--- config.mk ---
export PLATFORM = sky130hd
export DESIGN_NAME = ll_reserve_unit
export DESIGN_NICKNAME = d
export VERILOG_FILES = /design/src/rtl/llr_pkg.sv /design/src/rtl/llr_align.sv /design/src/rtl/llr_extend.sv /design/src/rtl/llr_ctrl.sv /design/src/rtl/llr_resv.sv /design/src/rtl/ll_reserve_unit.sv
export SDC_FILE = /design/constraint.sdc
export NUM_CORES = 1
export LEC_CHECK = 0
export BUFFER_PORTS_ARGS = -buffer_cell sky130_fd_sc_hd__buf_2
export CORE_AREA = 2 2 230 232
export CTS_CLUSTER_SIZE = 20
export DETAILED_ROUTE_END_ITERATION = 7
export DIE_AREA = 0 0 232 234
export PLACE_DENSITY = 0.51
export SLEW_MARGIN = 10
export SYNTH_ARGS = -nofsm -noshare
export SYNTH_HDL_FRONTEND = slang
export SYNTH_SLANG_ARGS = --single-unit
--- constraint.sdc ---
create_clock -name clk -period 2.5 [get_ports clk]
set_input_delay 0.25 -clock clk [delete_from_list [all_inputs] [get_ports clk]]
set_output_delay 0.25 -clock clk [all_outputs]
set_load 0.1 [all_outputs]
--- src/rtl/llr_pkg.sv ---
package llr_pkg;
  typedef enum logic [1:0] {
    EXC_NONE      = 2'd0,
    EXC_ADDR_LOAD = 2'd1,
    EXC_XLATE     = 2'd2
  } llr_exc_e;

  typedef enum logic [2:0] {
    ST_IDLE,
    ST_CHECK,
    ST_XLATE,
    ST_READ,
    ST_RESP
  } llr_state_e;
endpackage

--- src/rtl/llr_align.sv ---
module llr_align #(
  parameter int OFF_W = 3
) (
  input  logic [OFF_W-1:0] offset,
  input  logic             is_dword,
  output logic             misaligned
);
  localparam int WORD_OFF_W = OFF_W - 1;

  function automatic logic off_bad(input logic [OFF_W-1:0] off, input logic dw);
    logic [OFF_W-1:0] mask;
    mask = dw ? {OFF_W{1'b1}} : {1'b0, {WORD_OFF_W{1'b1}}};
    return |(off & mask);
  endfunction

  assign misaligned = off_bad(offset, is_dword);

  always_comb begin
    if (!is_dword && offset[WORD_OFF_W-1:0] == '0)
      p_word_ok_r1: assert (!misaligned);
  end
endmodule

--- src/rtl/llr_extend.sv ---
module llr_extend #(
  parameter int XLEN = 64
) (
  input  logic [XLEN-1:0] rdata,
  input  logic            is_dword,
  output logic [XLEN-1:0] value
);
  localparam int HALF = XLEN / 2;

  function automatic logic [XLEN-1:0] widen(input logic [XLEN-1:0] d, input logic dw);
    if (dw) return d;
    return {{HALF{d[HALF-1]}}, d[HALF-1:0]};
  endfunction

  assign value = widen(rdata, is_dword);
endmodule

--- src/rtl/llr_ctrl.sv ---
module llr_ctrl
  import llr_pkg::*;
#(
  parameter int XLEN = 64,
  parameter int PA_W = 40
) (
  input  logic            clk,
  input  logic            rst_n,
  input  logic            req_valid,
  input  logic [XLEN-1:0] req_vaddr,
  input  logic            req_dword,
  input  logic            req_debug,
  input  logic            misaligned,
  input  logic            xl_done,
  input  logic            xl_fault,
  input  logic [PA_W-1:0] xl_paddr,
  input  logic            mem_done,
  output logic            req_ready,
  output logic            xl_req,
  output logic            mem_rd,
  output logic            done,
  output llr_exc_e        exc_q,
  output logic [XLEN-1:0] cap_vaddr,
  output logic [PA_W-1:0] cap_paddr,
  output logic            cap_dword,
  output logic            cap_debug,
  output logic            misalign_evt,
  output logic            bad_we,
  output logic            resv_we
);
  llr_state_e state;

  always_ff @(posedge clk or negedge rst_n) begin
    if (!rst_n) begin
      state     <= ST_IDLE;
      exc_q     <= EXC_NONE;
      cap_vaddr <= '0;
      cap_paddr <= '0;
      cap_dword <= 1'b0;
      cap_debug <= 1'b0;
    end else begin
      unique case (state)
        ST_IDLE: if (req_valid) begin
          cap_vaddr <= req_vaddr;
          cap_dword <= req_dword;
          cap_debug <= req_debug;
          exc_q     <= EXC_NONE;
          state     <= ST_CHECK;
        end
        ST_CHECK: begin
          if (misaligned) begin
            exc_q <= EXC_ADDR_LOAD;
            state <= ST_RESP;
          end else begin
            state <= ST_XLATE;
          end
        end
        ST_XLATE: if (xl_done) begin
          if (xl_fault) begin
            exc_q <= EXC_XLATE;
            state <= ST_RESP;
          end else begin
            cap_paddr <= xl_paddr;
            state     <= ST_READ;
          end
        end
        ST_READ: if (mem_done) state <= ST_RESP;
        ST_RESP: state <= ST_IDLE;
        default: state <= ST_IDLE;
      endcase
    end
  end

  assign req_ready    = (state == ST_IDLE);
  assign xl_req       = (state == ST_XLATE);
  assign mem_rd       = (state == ST_READ);
  assign done         = (state == ST_RESP);
  assign misalign_evt = (state == ST_CHECK) && misaligned;
  assign bad_we       = misalign_evt && !cap_debug;
  assign resv_we      = mem_rd && mem_done;

  p_done_pulse_r8: assert property (@(posedge clk) disable iff (!rst_n)
    done |=> !done);
  p_busy_not_ready_r8: assert property (@(posedge clk) disable iff (!rst_n)
    done |-> !req_ready);
  p_no_access_r2: assert property (@(posedge clk) disable iff (!rst_n)
    misalign_evt |=> (!xl_req && !mem_rd && done));
  p_fault_no_read_r9: assert property (@(posedge clk) disable iff (!rst_n)
    (xl_req && xl_done && xl_fault) |=> (!mem_rd && done));
endmodule

--- src/rtl/llr_resv.sv ---
module llr_resv #(
  parameter int XLEN = 64,
  parameter int PA_W = 40
) (
  input  logic            clk,
  input  logic            rst_n,
  input  logic            resv_we,
  input  logic            bad_we,
  input  logic            misalign_evt,
  input  logic            in_debug,
  input  logic [XLEN-1:0] vaddr,
  input  logic [PA_W-1:0] paddr,
  input  logic [XLEN-1:0] value,
  output logic [PA_W-1:0] link_paddr,
  output logic [XLEN-1:0] link_vaddr,
  output logic [XLEN-1:0] link_value,
  output logic [XLEN-1:0] bad_vaddr
);
  always_ff @(posedge clk or negedge rst_n) begin
    if (!rst_n) begin
      link_paddr <= '0;
      link_vaddr <= '0;
      link_value <= '0;
    end else if (resv_we) begin
      link_paddr <= paddr;
      link_vaddr <= vaddr;
      link_value <= value;
    end
  end

  always_ff @(posedge clk or negedge rst_n) begin
    if (!rst_n)      bad_vaddr <= '0;
    else if (bad_we) bad_vaddr <= vaddr;
  end

  p_resv_hold_r9: assert property (@(posedge clk) disable iff (!rst_n)
    !resv_we |=> ($stable(link_paddr) && $stable(link_vaddr) && $stable(link_value)));
  p_debug_keeps_bad_r3: assert property (@(posedge clk) disable iff (!rst_n)
    (misalign_evt && in_debug) |=> $stable(bad_vaddr));
  p_bad_capture_r3: assert property (@(posedge clk) disable iff (!rst_n)
    (misalign_evt && !in_debug) |=> (bad_vaddr == $past(vaddr)));
endmodule

--- src/rtl/ll_reserve_unit.sv ---
module ll_reserve_unit
  import llr_pkg::*;
#(
  parameter int XLEN = 64,
  parameter int PA_W = 40
) (
  input  logic            clk,
  input  logic            rst_n,
  input  logic            req_valid,
  output logic            req_ready,
  input  logic [XLEN-1:0] req_vaddr,
  input  logic            req_dword,
  input  logic            req_debug,
  output logic            xl_req,
  output logic [XLEN-1:0] xl_vaddr,
  input  logic            xl_done,
  input  logic            xl_fault,
  input  logic [PA_W-1:0] xl_paddr,
  output logic            mem_rd,
  output logic [PA_W-1:0] mem_addr,
  output logic            mem_dword,
  input  logic            mem_done,
  input  logic [XLEN-1:0] mem_rdata,
  output logic            done,
  output logic [XLEN-1:0] result,
  output logic            exc_valid,
  output logic [1:0]      exc_code,
  output logic [PA_W-1:0] link_paddr,
  output logic [XLEN-1:0] link_vaddr,
  output logic [XLEN-1:0] link_value,
  output logic [XLEN-1:0] bad_vaddr
);
  localparam int OFF_W = $clog2(XLEN / 8);
  localparam int HALF  = XLEN / 2;

  llr_exc_e        exc_q;
  logic [XLEN-1:0] cap_vaddr;
  logic [PA_W-1:0] cap_paddr;
  logic            cap_dword;
  logic            cap_debug;
  logic            misaligned;
  logic            misalign_evt;
  logic            bad_we;
  logic            resv_we;
  logic [XLEN-1:0] ext_value;

  llr_align #(.OFF_W(OFF_W)) u_align (
    .offset     (cap_vaddr[OFF_W-1:0]),
    .is_dword   (cap_dword),
    .misaligned (misaligned)
  );

  llr_ctrl #(.XLEN(XLEN), .PA_W(PA_W)) u_ctrl (
    .clk          (clk),
    .rst_n        (rst_n),
    .req_valid    (req_valid),
    .req_vaddr    (req_vaddr),
    .req_dword    (req_dword),
    .req_debug    (req_debug),
    .misaligned   (misaligned),
    .xl_done      (xl_done),
    .xl_fault     (xl_fault),
    .xl_paddr     (xl_paddr),
    .mem_done     (mem_done),
    .req_ready    (req_ready),
    .xl_req       (xl_req),
    .mem_rd       (mem_rd),
    .done         (done),
    .exc_q        (exc_q),
    .cap_vaddr    (cap_vaddr),
    .cap_paddr    (cap_paddr),
    .cap_dword    (cap_dword),
    .cap_debug    (cap_debug),
    .misalign_evt (misalign_evt),
    .bad_we       (bad_we),
    .resv_we      (resv_we)
  );

  llr_extend #(.XLEN(XLEN)) u_extend (
    .rdata    (mem_rdata),
    .is_dword (cap_dword),
    .value    (ext_value)
  );

  llr_resv #(.XLEN(XLEN), .PA_W(PA_W)) u_resv (
    .clk          (clk),
    .rst_n        (rst_n),
    .resv_we      (resv_we),
    .bad_we       (bad_we),
    .misalign_evt (misalign_evt),
    .in_debug     (cap_debug),
    .vaddr        (cap_vaddr),
    .paddr        (cap_paddr),
    .value        (ext_value),
    .link_paddr   (link_paddr),
    .link_vaddr   (link_vaddr),
    .link_value   (link_value),
    .bad_vaddr    (bad_vaddr)
  );

  assign xl_vaddr  = cap_vaddr;
  assign mem_addr  = cap_paddr;
  assign mem_dword = cap_dword;
  assign exc_code  = exc_q;
  assign exc_valid = done && (exc_q != EXC_NONE);
  assign result    = (exc_q == EXC_NONE) ? link_value : '0;

  p_word_sext_r6: assert property (@(posedge clk) disable iff (!rst_n)
    (done && !exc_valid && !cap_dword) |-> (result[XLEN-1:HALF] == {HALF{result[HALF-1]}}));
  p_read_addr_r4: assert property (@(posedge clk) disable iff (!rst_n)
    resv_we |=> (link_paddr == $past(mem_addr)));
  p_exc_zero_r7: assert property (@(posedge clk) disable iff (!rst_n)
    exc_valid |-> (result == '0));
endmodule

Word-level counts from Yosys, hierarchy flattened. Index checks and enable logic that the tools add are counted.

Flip-flop bits (word level): 343. Bits in latches: 0. Memory bits (writable): 0. Memory bits (read-only): 0. Bits of input ports: 176. Logic and storage cells: 51. Memories kept: 0.

Add/subtract/negate cells: 0. $mul: 0. Div/mod/pow operators: 0. $lt $le $gt $ge: 0. Eq/ne operators: 9. Shift operators: 0. Mux-type cells: 16. Bitwise operators: 2. Reduce and logical (&&, ||, !) cells: 14.

Operator list (count): $mux 64 (3); $mux 3 (6); $pmux 3 s4 (1); $mux 2 (4); $eq 3x2->1 const B (2); $ne 2x1->1 const B (3); $pmux 2 s3 (1); $reduce_and 3->1 (2); $reduce_and 5->1 (1); $logic_and 1x1->1 (4); $ne 2x2->1 const B (2); $and 3x3->3 (1); $eq 3x1->1 const B (1); $eq 3x3->1 const B (1); $logic_not 3->1 (1); $reduce_bool 3->1 (1); $reduce_or 3->1 (1); $logic_not 2->1 (1); $reduce_and 2->1 (1); $reduce_bool 2->1 (1); $logic_not 1->1 (1); $mux 1 (1); $not 1->1 (1).

Logic depth before layout (Yosys ltp).
Depth after elaboration: 5. Depth in mapped cells: 7. Gate-level depth less buffers: 3.

Modules after synthesis. From an unflattened synthesis, not the netlist that was laid out.

Cell total of the unflattened synthesis: 905. Area total of the unflattened synthesis: 15150.8 um^2.

By module, submodules not included: llr_resv (instances 1, cells an instance 490, area each 9036.2 um^2); llr_ctrl (instances 1, cells an instance 264, area each 4426.7 um^2); ll_reserve_unit (instances 1, cells an instance 79, area each 879.6 um^2); llr_extend (instances 1, cells an instance 71, area each 799.5 um^2); llr_align (instances 1, cells an instance 1, area each 8.8 um^2).

Worst setup path before layout. Ideal clock, no wire load.

Path kind: register to output. From: reg u_ctrl.state[0]. To: out exc_valid. Arrival: 4.445 ns. Data required time: 2.250 ns. Path slack: -2.195 ns. Stages on the path, launching flop included: 5. Cell sequence: dfrtp_1 buf_6 clkbuf_1 nor3b_1 nor2b_1.

Cells in the longest elaborated chain, start to end: 2.

RTL lines: from (decl) (RTL line llr_ctrl.sv:31) `llr_state_e state;`; from (signal assigned) (RTL line llr_ctrl.sv:35) `state <= ST_IDLE;`; from (signal assigned) (RTL line llr_ctrl.sv:48) `state <= ST_CHECK;`; from (signal assigned) (RTL line llr_ctrl.sv:53) `state <= ST_RESP;`; $eq 3x3->1 (RTL line llr_ctrl.sv:77) `assign done = (state == ST_RESP);`; net done (RTL line ll_reserve_unit.sv:24) `output logic done,`; $logic_and 1x1->1 (RTL line ll_reserve_unit.sv:105) `assign exc_valid = done && (exc_q != EXC_NONE);`; to (decl) (RTL line ll_reserve_unit.sv:26) `output logic exc_valid,`.

The timed path passes the listed nets, and every way through them passes these cells.

Final worst setup path.
From: reg u_ctrl.exc_q[1]. To: out result[40].

Cells in the longest elaborated chain, start to end: 2.

RTL lines: from (decl) (RTL line llr_ctrl.sv:22) `output llr_exc_e exc_q,`; from (signal assigned) (RTL line llr_ctrl.sv:36) `exc_q <= EXC_NONE;`; from (signal assigned) (RTL line llr_ctrl.sv:47) `exc_q <= EXC_NONE;`; from (signal assigned) (RTL line llr_ctrl.sv:52) `exc_q <= EXC_ADDR_LOAD;`; $logic_not 2->1 (RTL line ll_reserve_unit.sv:106) `assign result = (exc_q == EXC_NONE) ? link_value : '0;`; $mux 64 (RTL line ll_reserve_unit.sv:106); to (decl) (RTL line ll_reserve_unit.sv:25) `output logic [XLEN-1:0] result,`.

No other way between the ends.

==> run metrics <==
largest net degree at the start of global routing=89; Critical Path RT=2250 ps; most frequent cells in the layout=buf_2, dfrtp_1, mux2_2; status=finished, final reports clean; clock sink count=343; synth warn=0; Max Freq=0.418 GHz; post-synthesis compound-gate area fraction=0.0283; DR vias=10080; Post-Route M1 WL=16600 um; core box area=52000 um2; Clock Path Buffers=3; Layout Nets=about 1800; clock latency at the later pin of the worst-skew pair=550 ps; fin cells=approximately 2400; simple-gate area share of the yosys netlist=0.0489; Critical Path AT=~2100 ps; Synth Net Count=about 1100; Routability Congestion=0.790; endpoint class of the critical path=primary output; synthesized instance count=903; largest family of logic cells by synthesized area=multiplexers; TritonRoute pass-1 iters=4; syn_area_per_cell=roughly 15 um2; Global Route Usage Sum=0.145; CTS Buf Count=slightly above 40; IO Count=584; clock-pin slew on the worst setup and hold paths=60 ps; Syn Std Cell Area=13600 um2; Max Used Layer=met5; critical path peak fanout=52; antenna-violating nets left=0; clock skew=14.4 ps; Die W=approximately 230 um; Synth cell types=31; Setup crit start kind=register; setup bufs post-CTS=0; Root Driver=clkbuf_16; Final Hold Viols=0; Slew HR=0.616; register area share after synthesis=0.631; slew at the pin closest to its max-slew limit=580 ps; die area=about 54000 um2; number of H-tree levels=2; Final min period=2390 ps; first-pass GRT wire length=roughly 60000 um; Routed met3 length=2650 um; DIE HEIGHT=approximately 230 um; Placed Instances=2145; post-synthesis xor/xnor area fraction=0; PortBufs=approximately 600; WS Path Type=reg -> out; register bit total from synthesis=between 300 and 400; Total Wirelength=41600 um; Initial Util=0.261; DRC viols=0; FP Rows=84; fin. max-slew vios=0; most common cell after layout, fill and taps aside=buf_2; CTS tree=yes; synthesis-to-finish area growth=50.7%; fraction of layout cells with a size suffix above 1=0.581; endpoints failing setup=0; post-synthesis mux area share=0.266; initial DRC count=256; maxcap violations=0; initial antenna violation count=2; Via density=4.23; Setup TNS=0 ps; fill count=5039; Post-Synth Adder-Cell Area=0; fin crit share=0.957; vias in the first global route=slightly above 10000; WL met2=~21000 um; WL/cell=around 17 um; min-delay worst type=in -> reg; residual overflow from global routing=0; DP HPWL=approximately 30000 um
-- cell families after synthesis --
group	Yosys count
compound gates	73
buf+inv	60
flops	343
mux	308
simple gates	119
-- worst max-delay path: stages, from the launching register on --
cell	delay, ps
dfrtp_1	420
nor2_4	320
buf_12	250
and2_1	160
buf_2	420
-- layout make-up --
type / count / area [um2] / area share
inverters: 1 / 3.75 / 0.000183
clock inverters: 7 / 98.8 / 0.00483
multi-input cells: 500 / 4710 / 0.230
flip-flops and latches: 343 / 8580 / 0.419
clock buffers: 64 / 1220 / 0.0597
repair buffers: 779 / 5000 / 0.244
well taps: 688 / 861 / 0.0420
diodes: 1 / 2.50 / 0.000122
-- worst paths after layout --
| check | start | endpoint | slack [ps] | depth (start not counted) |
|---|---|---|---|---|
| hold reg to reg | u_resv.link_value[45] | u_resv.link_value[45] | 490 | 2 |
| min in group asynchronous | rst_n | u_resv.link_value[36] | 240 | 2 |
| max in group asynchronous | rst_n | u_resv.bad_vaddr[63] | 1400 | 4 |
| setup / recovery | u_ctrl.exc_q[1] | result[40] | 110 | 4 |
| setup reg to reg | u_ctrl.state[1] | u_ctrl.cap_paddr[32] | 540 | 4 |
| hold / removal | mem_rdata[35] | u_resv.link_value[35] | 40 | 3 |
-- cell usage after synthesis, drive strengths merged --
cell / instances / share of area
a211o: 2 / 0.0013
or3b: 1 / 0.00064
o32ai: 1 / 0.00064
dfrtp: 343 / 0.63
o21ai: 33 / 0.012
and2: 64 / 0.029
nand4b: 1 / 0.00064
clkbuf: 23 / 0.0063
nand3b: 1 / 0.00055
nor4b: 1 / 0.0011
nand2b: 3 / 0.0014
mux2i: 2 / 0.0015
nor2: 4 / 0.0011
or2: 1 / 0.00046
nand3: 2 / 0.0011
mux2: 306 / 0.26
nand2: 34 / 0.0094
a311oi: 1 / 0.00064
nor3: 3 / 0.0011
nor3b: 1 / 0.00055
o32a: 1 / 0.00074
a21oi: 35 / 0.013
buf: 36 / 0.019
nor2b: 2 / 0.00092
inv: 1 / 0.00028
or3: 1 / 0.00046
-- flip-flops by register name (all words and copies together), names as in the netlist --
| name | count |
|---|---|
| u_resv.link_value | 64 |
| u_ctrl.exc_q | 2 |
| u_ctrl.cap_paddr | 40 |
| u_ctrl.cap_dword | 1 |
| u_resv.link_paddr | 40 |
| u_ctrl.state | 3 |
| u_resv.link_vaddr | 64 |
| u_ctrl.cap_debug | 1 |
| u_ctrl.cap_vaddr | 64 |
| u_resv.bad_vaddr | 64 |
-- metrics by stage --
step | worst slack, ps | instance area [um2] | utilization | hold WS (ps)
global route | -0.998 | 20500 | 0.394 | 21.7
global placement | 580 | 17500 | 0.336 | 242
CTS | 17.6 | 20400 | 0.393 | 3.20
detailed placement | 562 | 17500 | 0.336 | 238
floorplan | -322 | 13600 | - | -45.6
finish | 108 | 20500 | 0.394 | 37.1
-- what timing repair did --
item                       4_1_cts  5_1_grt
gates resized for setup          0       15
setup endpoints to repair        0       15
hold endpoints to repair       208        0
hold buffers                   166        0
-- per-layer routing --
| metal | global-route usage | up-vias |
|---|---|---|
| met4 | 0.0467 | 2 |
| met2 | 0.254 | 326 |
| met5 | 0 | - |
| li1 | - | 4672 |
| met1 | 0.174 | 5008 |
| met3 | 0.0370 | 72 |
Power is not shown: default switching activity piles up to over one toggle a cycle in this logic, so the estimate is an artifact.
